### config.mk
export PLATFORM = sky130hd
export DESIGN_NAME = acc_window_out
export DESIGN_NICKNAME = d
export VERILOG_FILES = /design/src/rtl/ofs_pkg.sv /design/src/rtl/ofs_window.sv /design/src/rtl/ofs_delay.sv /design/src/rtl/ofs_err_latch.sv /design/src/rtl/acc_window_out.sv
export SDC_FILE = /design/constraint.sdc
export NUM_CORES = 1
export LEC_CHECK = 0
export ABC_AREA = 1
export BUFFER_PORTS_ARGS = -buffer_cell sky130_fd_sc_hd__clkbuf_2
export CAP_MARGIN = 10
export CORE_AREA = 2 2 241 243
export CTS_BUF_LIST = sky130_fd_sc_hd__clkbuf_8 sky130_fd_sc_hd__clkbuf_16
export CTS_CLUSTER_SIZE = 24
export DETAILED_ROUTE_END_ITERATION = 7
export DIE_AREA = 0 0 243 245
export PLACE_DENSITY_LB_ADDON = 0.15
export SLEW_MARGIN = 15
export SYNTH_ARGS = -nofsm -noshare
export SYNTH_HDL_FRONTEND = slang
export SYNTH_SLANG_ARGS = --single-unit
### constraint.sdc
create_clock -name clk -period 34 [get_ports clk]
set_input_delay 1.7 -clock clk [delete_from_list [all_inputs] [get_ports clk]]
set_output_delay 1.7 -clock clk [all_outputs]
set_load 0.02 [all_outputs]
### src/rtl/ofs_pkg.sv
// Package: shared widths, window positions and latch indices for the
// rounded output window selector. Window LSB positions are behaviour
// (they define the numeric scale of the result), so they live here.
package ofs_pkg;

    localparam int ACC_W      = 36;   // width of the MAC array sum
    localparam int OUT_W      = 24;   // width of window, cascade word, result
    localparam int CASC_DEPTH = 32;   // cascade delay in accepted samples
    localparam int NUM_ERR    = 2;    // number of status latches

    // least significant bit of the window for each code
    localparam int LSB_C0 = 7;
    localparam int LSB_C1 = 11;
    localparam int LSB_C2 = 15;
    localparam int LSB_C3 = 20;

    typedef enum logic [1:0] {
        WIN_C0 = 2'b00,
        WIN_C1 = 2'b01,
        WIN_C2 = 2'b10,
        WIN_C3 = 2'b11
    } win_code_e;

    localparam win_code_e WIN_RESET = WIN_C2;

    // status latch indices
    localparam int ERR_SEL = 0;
    localparam int ERR_ADD = 1;

endpackage

### src/rtl/ofs_window.sv
// ofs_window: combinational window pick, half-up rounding and selector
// overflow test. Assumes a two's complement acc_i. The value is shifted
// in a width two bits wider than the input, so neither the override
// left shift nor the rounding carry can lose information before the
// range test.
module ofs_window
    import ofs_pkg::*;
#(
    parameter int AW = ACC_W,
    parameter int OW = OUT_W
) (
    input  logic [AW-1:0] acc_i,
    input  win_code_e     code_i,
    input  logic          full_i,
    output logic [OW-1:0] field_o,
    output logic          ovf_o
);

    localparam int VW = AW + 2;       // working width
    localparam int HW = VW - OW + 1;  // bits that must agree for a fit

    logic signed [VW-1:0] acc_x;
    logic signed [VW-1:0] shifted;
    logic signed [VW-1:0] rounded;
    logic                 rbit;
    logic [HW-1:0]        hi_bits;

    // sign-extend the sum into the working width
    assign acc_x = {{(VW-AW){acc_i[AW-1]}}, acc_i};

    // align the chosen window to bit 0 and find its rounding bit
    always_comb begin
        shifted = '0;
        rbit    = 1'b0;
        if (full_i) begin
            shifted = acc_x <<< 1;
            rbit    = 1'b0;
        end else begin
            unique case (code_i)
                WIN_C0: begin shifted = acc_x >>> LSB_C0; rbit = acc_x[LSB_C0-1]; end
                WIN_C1: begin shifted = acc_x >>> LSB_C1; rbit = acc_x[LSB_C1-1]; end
                WIN_C2: begin shifted = acc_x >>> LSB_C2; rbit = acc_x[LSB_C2-1]; end
                WIN_C3: begin shifted = acc_x >>> LSB_C3; rbit = acc_x[LSB_C3-1]; end
                default: begin shifted = '0; rbit = 1'b0; end
            endcase
        end
    end

    // half-up rounding: add the bit below the window
    assign rounded = shifted + {{(VW-1){1'b0}}, rbit};

    // fits only when every bit from the field sign upward agrees
    assign hi_bits = rounded[VW-1:OW-1];
    assign ovf_o   = !((&hi_bits) || !(|hi_bits));
    assign field_o = rounded[OW-1:0];

endmodule

### src/rtl/ofs_delay.sv
// ofs_delay: cascade delay line of DEPTH entries, WIDTH bits each.
// Advances by one entry only when adv_i is high (one accepted sample).
// tail_o is the word accepted DEPTH advances ago. Entries are cleared
// by reset, so early results carry a zero cascade term.
module ofs_delay #(
    parameter int WIDTH = 24,
    parameter int DEPTH = 32
) (
    input  logic             clk,
    input  logic             rst_n,
    input  logic             adv_i,
    input  logic [WIDTH-1:0] din_i,
    output logic [WIDTH-1:0] tail_o
);

    logic [WIDTH-1:0] stage_q [DEPTH];

    // first entry takes the incoming word on each advance
    always_ff @(posedge clk) begin
        if (!rst_n) begin
            stage_q[0] <= '0;
        end else if (adv_i) begin
            stage_q[0] <= din_i;
        end
    end

    // remaining entries shift from their neighbour on each advance
    for (genvar g = 1; g < DEPTH; g++) begin : g_stage
        always_ff @(posedge clk) begin
            if (!rst_n) begin
                stage_q[g] <= '0;
            end else if (adv_i) begin
                stage_q[g] <= stage_q[g-1];
            end
        end
    end

    assign tail_o = stage_q[DEPTH-1];

endmodule

### src/rtl/ofs_err_latch.sv
// ofs_err_latch: one armable status latch. Writing 1 arms it; writing 0
// disarms it and clears the flag unless clr_block_i is high. An event
// sets the flag only while armed. A write wins over a same-cycle event.
module ofs_err_latch (
    input  logic clk,
    input  logic rst_n,
    input  logic event_i,
    input  logic wr_en_i,
    input  logic wr_data_i,
    input  logic clr_block_i,
    output logic flag_o
);

    logic armed_q;
    logic flag_q;

    // arm, clear and capture state
    always_ff @(posedge clk) begin
        if (!rst_n) begin
            armed_q <= 1'b0;
            flag_q  <= 1'b0;
        end else if (wr_en_i) begin
            armed_q <= wr_data_i;
            if (!wr_data_i && !clr_block_i) begin
                flag_q <= 1'b0;
            end
        end else if (event_i && armed_q) begin
            flag_q <= 1'b1;
        end
    end

    assign flag_o = flag_q;

endmodule

### src/rtl/acc_window_out.sv
// acc_window_out: picks a rounded 24-bit window from the MAC sum, adds
// the cascade word delayed by CASC_DEPTH accepted samples, registers
// the result and keeps two armable overflow latches plus an active-low
// summary. Assumes configuration changes only between samples.
module acc_window_out
    import ofs_pkg::*;
#(
    parameter int AW    = ACC_W,
    parameter int OW    = OUT_W,
    parameter int DEPTH = CASC_DEPTH
) (
    input  logic          clk,
    input  logic          rst_n,
    input  logic          acc_valid,
    input  logic [AW-1:0] acc_sum,
    input  logic [OW-1:0] casc_in,
    input  logic          win_we,
    input  logic [1:0]    win_code,
    input  logic          full_we,
    input  logic          full_on,
    input  logic [1:0]    err_wr_en,
    input  logic [1:0]    err_wr_data,
    output logic          res_valid,
    output logic [OW-1:0] res_data,
    output logic          sel_err,
    output logic          add_err,
    output logic          error_n
);

    win_code_e        code_q;
    logic             full_q;
    logic [OW-1:0]    field;
    logic             sel_ovf;
    logic [OW-1:0]    tail;
    logic [OW-1:0]    sum;
    logic             add_ovf;
    logic             add_cond_q;
    logic             valid_q;
    logic [OW-1:0]    res_q;
    logic [NUM_ERR-1:0] err_event;
    logic [NUM_ERR-1:0] err_block;
    logic [NUM_ERR-1:0] err_flag;

    // window configuration registers
    always_ff @(posedge clk) begin
        if (!rst_n) begin
            code_q <= WIN_RESET;
            full_q <= 1'b0;
        end else begin
            if (win_we)  code_q <= win_code_e'(win_code);
            if (full_we) full_q <= full_on;
        end
    end

    ofs_window #(.AW(AW), .OW(OW)) u_window (
        .acc_i   (acc_sum),
        .code_i  (code_q),
        .full_i  (full_q),
        .field_o (field),
        .ovf_o   (sel_ovf)
    );

    ofs_delay #(.WIDTH(OW), .DEPTH(DEPTH)) u_delay (
        .clk    (clk),
        .rst_n  (rst_n),
        .adv_i  (acc_valid),
        .din_i  (casc_in),
        .tail_o (tail)
    );

    // wrapping cascade addition with signed overflow test
    assign sum     = field + tail;
    assign add_ovf = (field[OW-1] == tail[OW-1]) && (sum[OW-1] != field[OW-1]);

    // result register and last-result adder condition
    always_ff @(posedge clk) begin
        if (!rst_n) begin
            valid_q    <= 1'b0;
            res_q      <= '0;
            add_cond_q <= 1'b0;
        end else begin
            valid_q <= acc_valid;
            if (acc_valid) begin
                res_q      <= sum;
                add_cond_q <= add_ovf;
            end
        end
    end

    assign err_event[ERR_SEL] = acc_valid && sel_ovf;
    assign err_event[ERR_ADD] = acc_valid && add_ovf;
    assign err_block[ERR_SEL] = 1'b0;
    assign err_block[ERR_ADD] = add_cond_q;

    for (genvar e = 0; e < NUM_ERR; e++) begin : g_err
        ofs_err_latch u_latch (
            .clk         (clk),
            .rst_n       (rst_n),
            .event_i     (err_event[e]),
            .wr_en_i     (err_wr_en[e]),
            .wr_data_i   (err_wr_data[e]),
            .clr_block_i (err_block[e]),
            .flag_o      (err_flag[e])
        );
    end

    assign res_valid = valid_q;
    assign res_data  = res_q;
    assign sel_err   = err_flag[ERR_SEL];
    assign add_err   = err_flag[ERR_ADD];
    assign error_n   = !(|err_flag);

endmodule

==> results.cfg <==
[routing]
detail_route.wl_per_cell_um = 13.5
drt-initial-drc-count = 1434
vias_per_cell = 4.78
drc_errors = 0
vias = 19900
detail-route-antenna-nets = 0
route.final.wire_length_um = 56400
first_pass_iters = 7

[layout]
final.fill_count = 4505
area.growth.synth_to_final_pct = 10.4
layout_common_cells = nor2_1 (877), inv_1 (864), edfxtp_1 (768), nand2_1 (284), clkbuf_2 (99)
final_layout_size_suffix_gt1_share_pct = 8.25
multi_input_area_mm2 = 0.00657
antennaDiodeCount = 0
final_common_cell = nor2_1
nets = 3447
final_util_pct = 65.8
ff_latch_area_mm2 = 0.0237

[timing]
post-route-min-period_ps = 5780
tightest_slew_ps = 1140
hold_ws_ps = 474
maxSlewHeadroom_pct = 24.1
hold_violations = 0
setup_tns_ps = 0
finalMaxSlewViolations = 0
skew_ps = 23.3
max_freq_mhz = 173
timing.final.crit_share_pct = 17.0
setup_viol = 0
rsz0062_at_grt = no

[critical_path]
crit_path_end_kind = flop
r2r-end = g_err[1].u_latch.flag_o$_SDFFE_PN0P_
startpoint_type = primary input
path_max_fanout = 83
crit_required_ps = 34220
crit_arrival_ps = 5990
rr_worst_depth = 23
r2r_start = code_q[0]$_SDFFE_PN0P_
reg2reg_slack_ps = 28660
worst-setup-path-type = in2reg

[job]
max-cap-violations = 0

[clock_tree]
cts_buffers = 80
hold_buffers = 0
root_buffer = clkbuf_16
htreeDepth = 3
clk_latency_ps = 610
cts_tree = built
path_clk_slew_ps = 60
cts_buffer_depth = 3
post_cts_buffers = 0
ctsResizeCount = 0
clock_sinks = 801

[floorplan]
die_h_um = 245
die_area_mm2 = 0.0595
rows = 88
pin_count = 100
initial_core_util_pct = 59.6
die_w_um = 243
core_area_mm2 = 0.0570

[hold_path]
hp-start = add_cond_q$_SDFFE_PN0P_
hold_path_end = add_cond_q$_SDFFE_PN0P_
worstHoldPathCells = 2
hold_class = reg2reg

[global_route]
grtUsageTotal_pct = 19.3
antenna_found_initial = 0
grt_pass1_vias = 19000
grt_pass1_wl_um = 93200
grt_start_max_net_pins = 117
grt_overflow_total = 0

[yosys]
synth_top_family_by_area = simple AND/OR/NAND/NOR gates
synth_xor_xnor_area_share_pct = 0.619
synth_fa_ha_area_share_pct = 1.02
synth_compound_area_share_pct = 2.29
synth_edf_count = 768
ys.warnings.count = 0
synth_nets = 3360
yosys.area_share.simple_pct = 15.3
synthArstFlopShare_pct = 0
synth-main-ff-cell = edfxtp_1
synth_seq_cells = 801
ys_types = 46
syn-instance-count = 3261
synthMuxAreaShare_pct = 0.0295
syn_area_per_cell_um2 = 10.4
syn_area_mm2 = 0.0340
seq_area_frac_synth_pct = 69.8

[placement]
dpl.hpwl_um = 35000
gp_congestion = 0.938
portBuffers = 99

[run_status]
status = complete, no violations

[pwr]
power.leakage_nw = 15.7
peakVddDrop_mv = 0.0512
power_density_mw_per_mm2 = 57.1
finalPower_mw = 2.14
-- power breakdown --
| part | internal [mW] | switching (mW) | leakage (nW) |
|---|---|---|---|
| Clock | 0.460 | 0.351 | 1.30 |
| Sequential | 1.15 | 0.0195 | 8.78 |
| Combinational | 0.0464 | 0.120 | 5.66 |
| Total | 1.65 | 0.490 | 15.7 |
-- cells by family (layout without fill, tap and decap cells) --
group                      Yosys count  in the layout
xor gates and xnor gates            24             24
muxes                                1              1
buffers and inverters              960           1107
DFF                                801            801
AOI/OAI and AO/OA                  140            140
and+or+nand+nor                   1308           1308
adders and majority gates           27             27
-- per-stage QoR --
| step | setup WS, ps | instances | area (µm²) |
|---|---|---|---|
| floorplan | 14290 | 3261 | 34000 |
| global placement | 27720 | 4031 | 35100 |
| detailed placement | 27550 | 4031 | 35100 |
| CTS | 28200 | 4173 | 37500 |
| global route | 27770 | 4173 | 37500 |
| finish | 28220 | 4173 | 37500 |
-- Yosys cell counts (14+ instances only) --
master / count / area, µm²
nor2_1: 877 / 3290
inv_1: 842 / 3160
edfxtp_1: 768 / 23100
nand2_1: 286 / 1070
clkbuf_1: 90 / 338
nand3_1: 85 / 425
o21ai_0: 55 / 275
a21oi_1: 51 / 255
dfxtp_1: 33 / 661
ha_1: 26 / 325
nor2_2: 20 / 125
nand2_2: 14 / 87.6
xor2_1: 14 / 123
-- routing by layer --
metal | GRT usage, % | share of wire, % | wire, µm | vias up
met4 | 5.41 | 1.8 | 999 | 0
met3 | 3.44 | 4.8 | 2730 | 75
met1 | 27.2 | 46 | 26200 | 9316
li1 | - | - | - | 10200
met5 | 0 | 0 | 0 | -
met2 | 31.1 | 47 | 26500 | 371
-- registers in the layout, summed over array words and instances, names as in the netlist --
signal / cells
add_cond_q: 1
code_q: 2
full_q: 1
g_err.u_latch.armed_q: 2
g_err.u_latch.flag_o: 2
res_data: 24
res_valid: 1
u_delay.stage_q: 768
-- layout make-up --
class / instances / area share, %
Inverter: 849 / 8.50
Tap cell: 765 / 2.55
Timing Repair Buffer: 116 / 1.66
Clock buffer: 84 / 5.57
Multi-Input combinational cell: 1500 / 17.5
Clock inverter: 58 / 0.951
Sequential cell: 801 / 63.2
-- worst max-delay path by stage --
stage,depth (start not counted),startpoint,endpoint
detailed placement,6,acc_valid,u_delay.stage_q[7][1]$_SDFFCE_PN0P_
global placement,6,acc_valid,u_delay.stage_q[1][1]$_SDFFCE_PN0P_
CTS,6,acc_valid,u_delay.stage_q[4][1]$_SDFFCE_PN0P_
floorplan,2,rst_n,u_delay.stage_q[0][0]$_SDFFCE_PN0P_
global route,6,acc_valid,u_delay.stage_q[7][2]$_SDFFCE_PN0P_
finish,6,acc_valid,u_delay.stage_q[3][4]$_SDFFCE_PN0P_
-- worst max-delay path, cell delays in order --
cell	delay, ps
clkbuf_2	170
clkinv_1	600
nand2_4	870
buf_4	730
buf_4	850
buf_4	900
(Power assumes the default switching activity.)
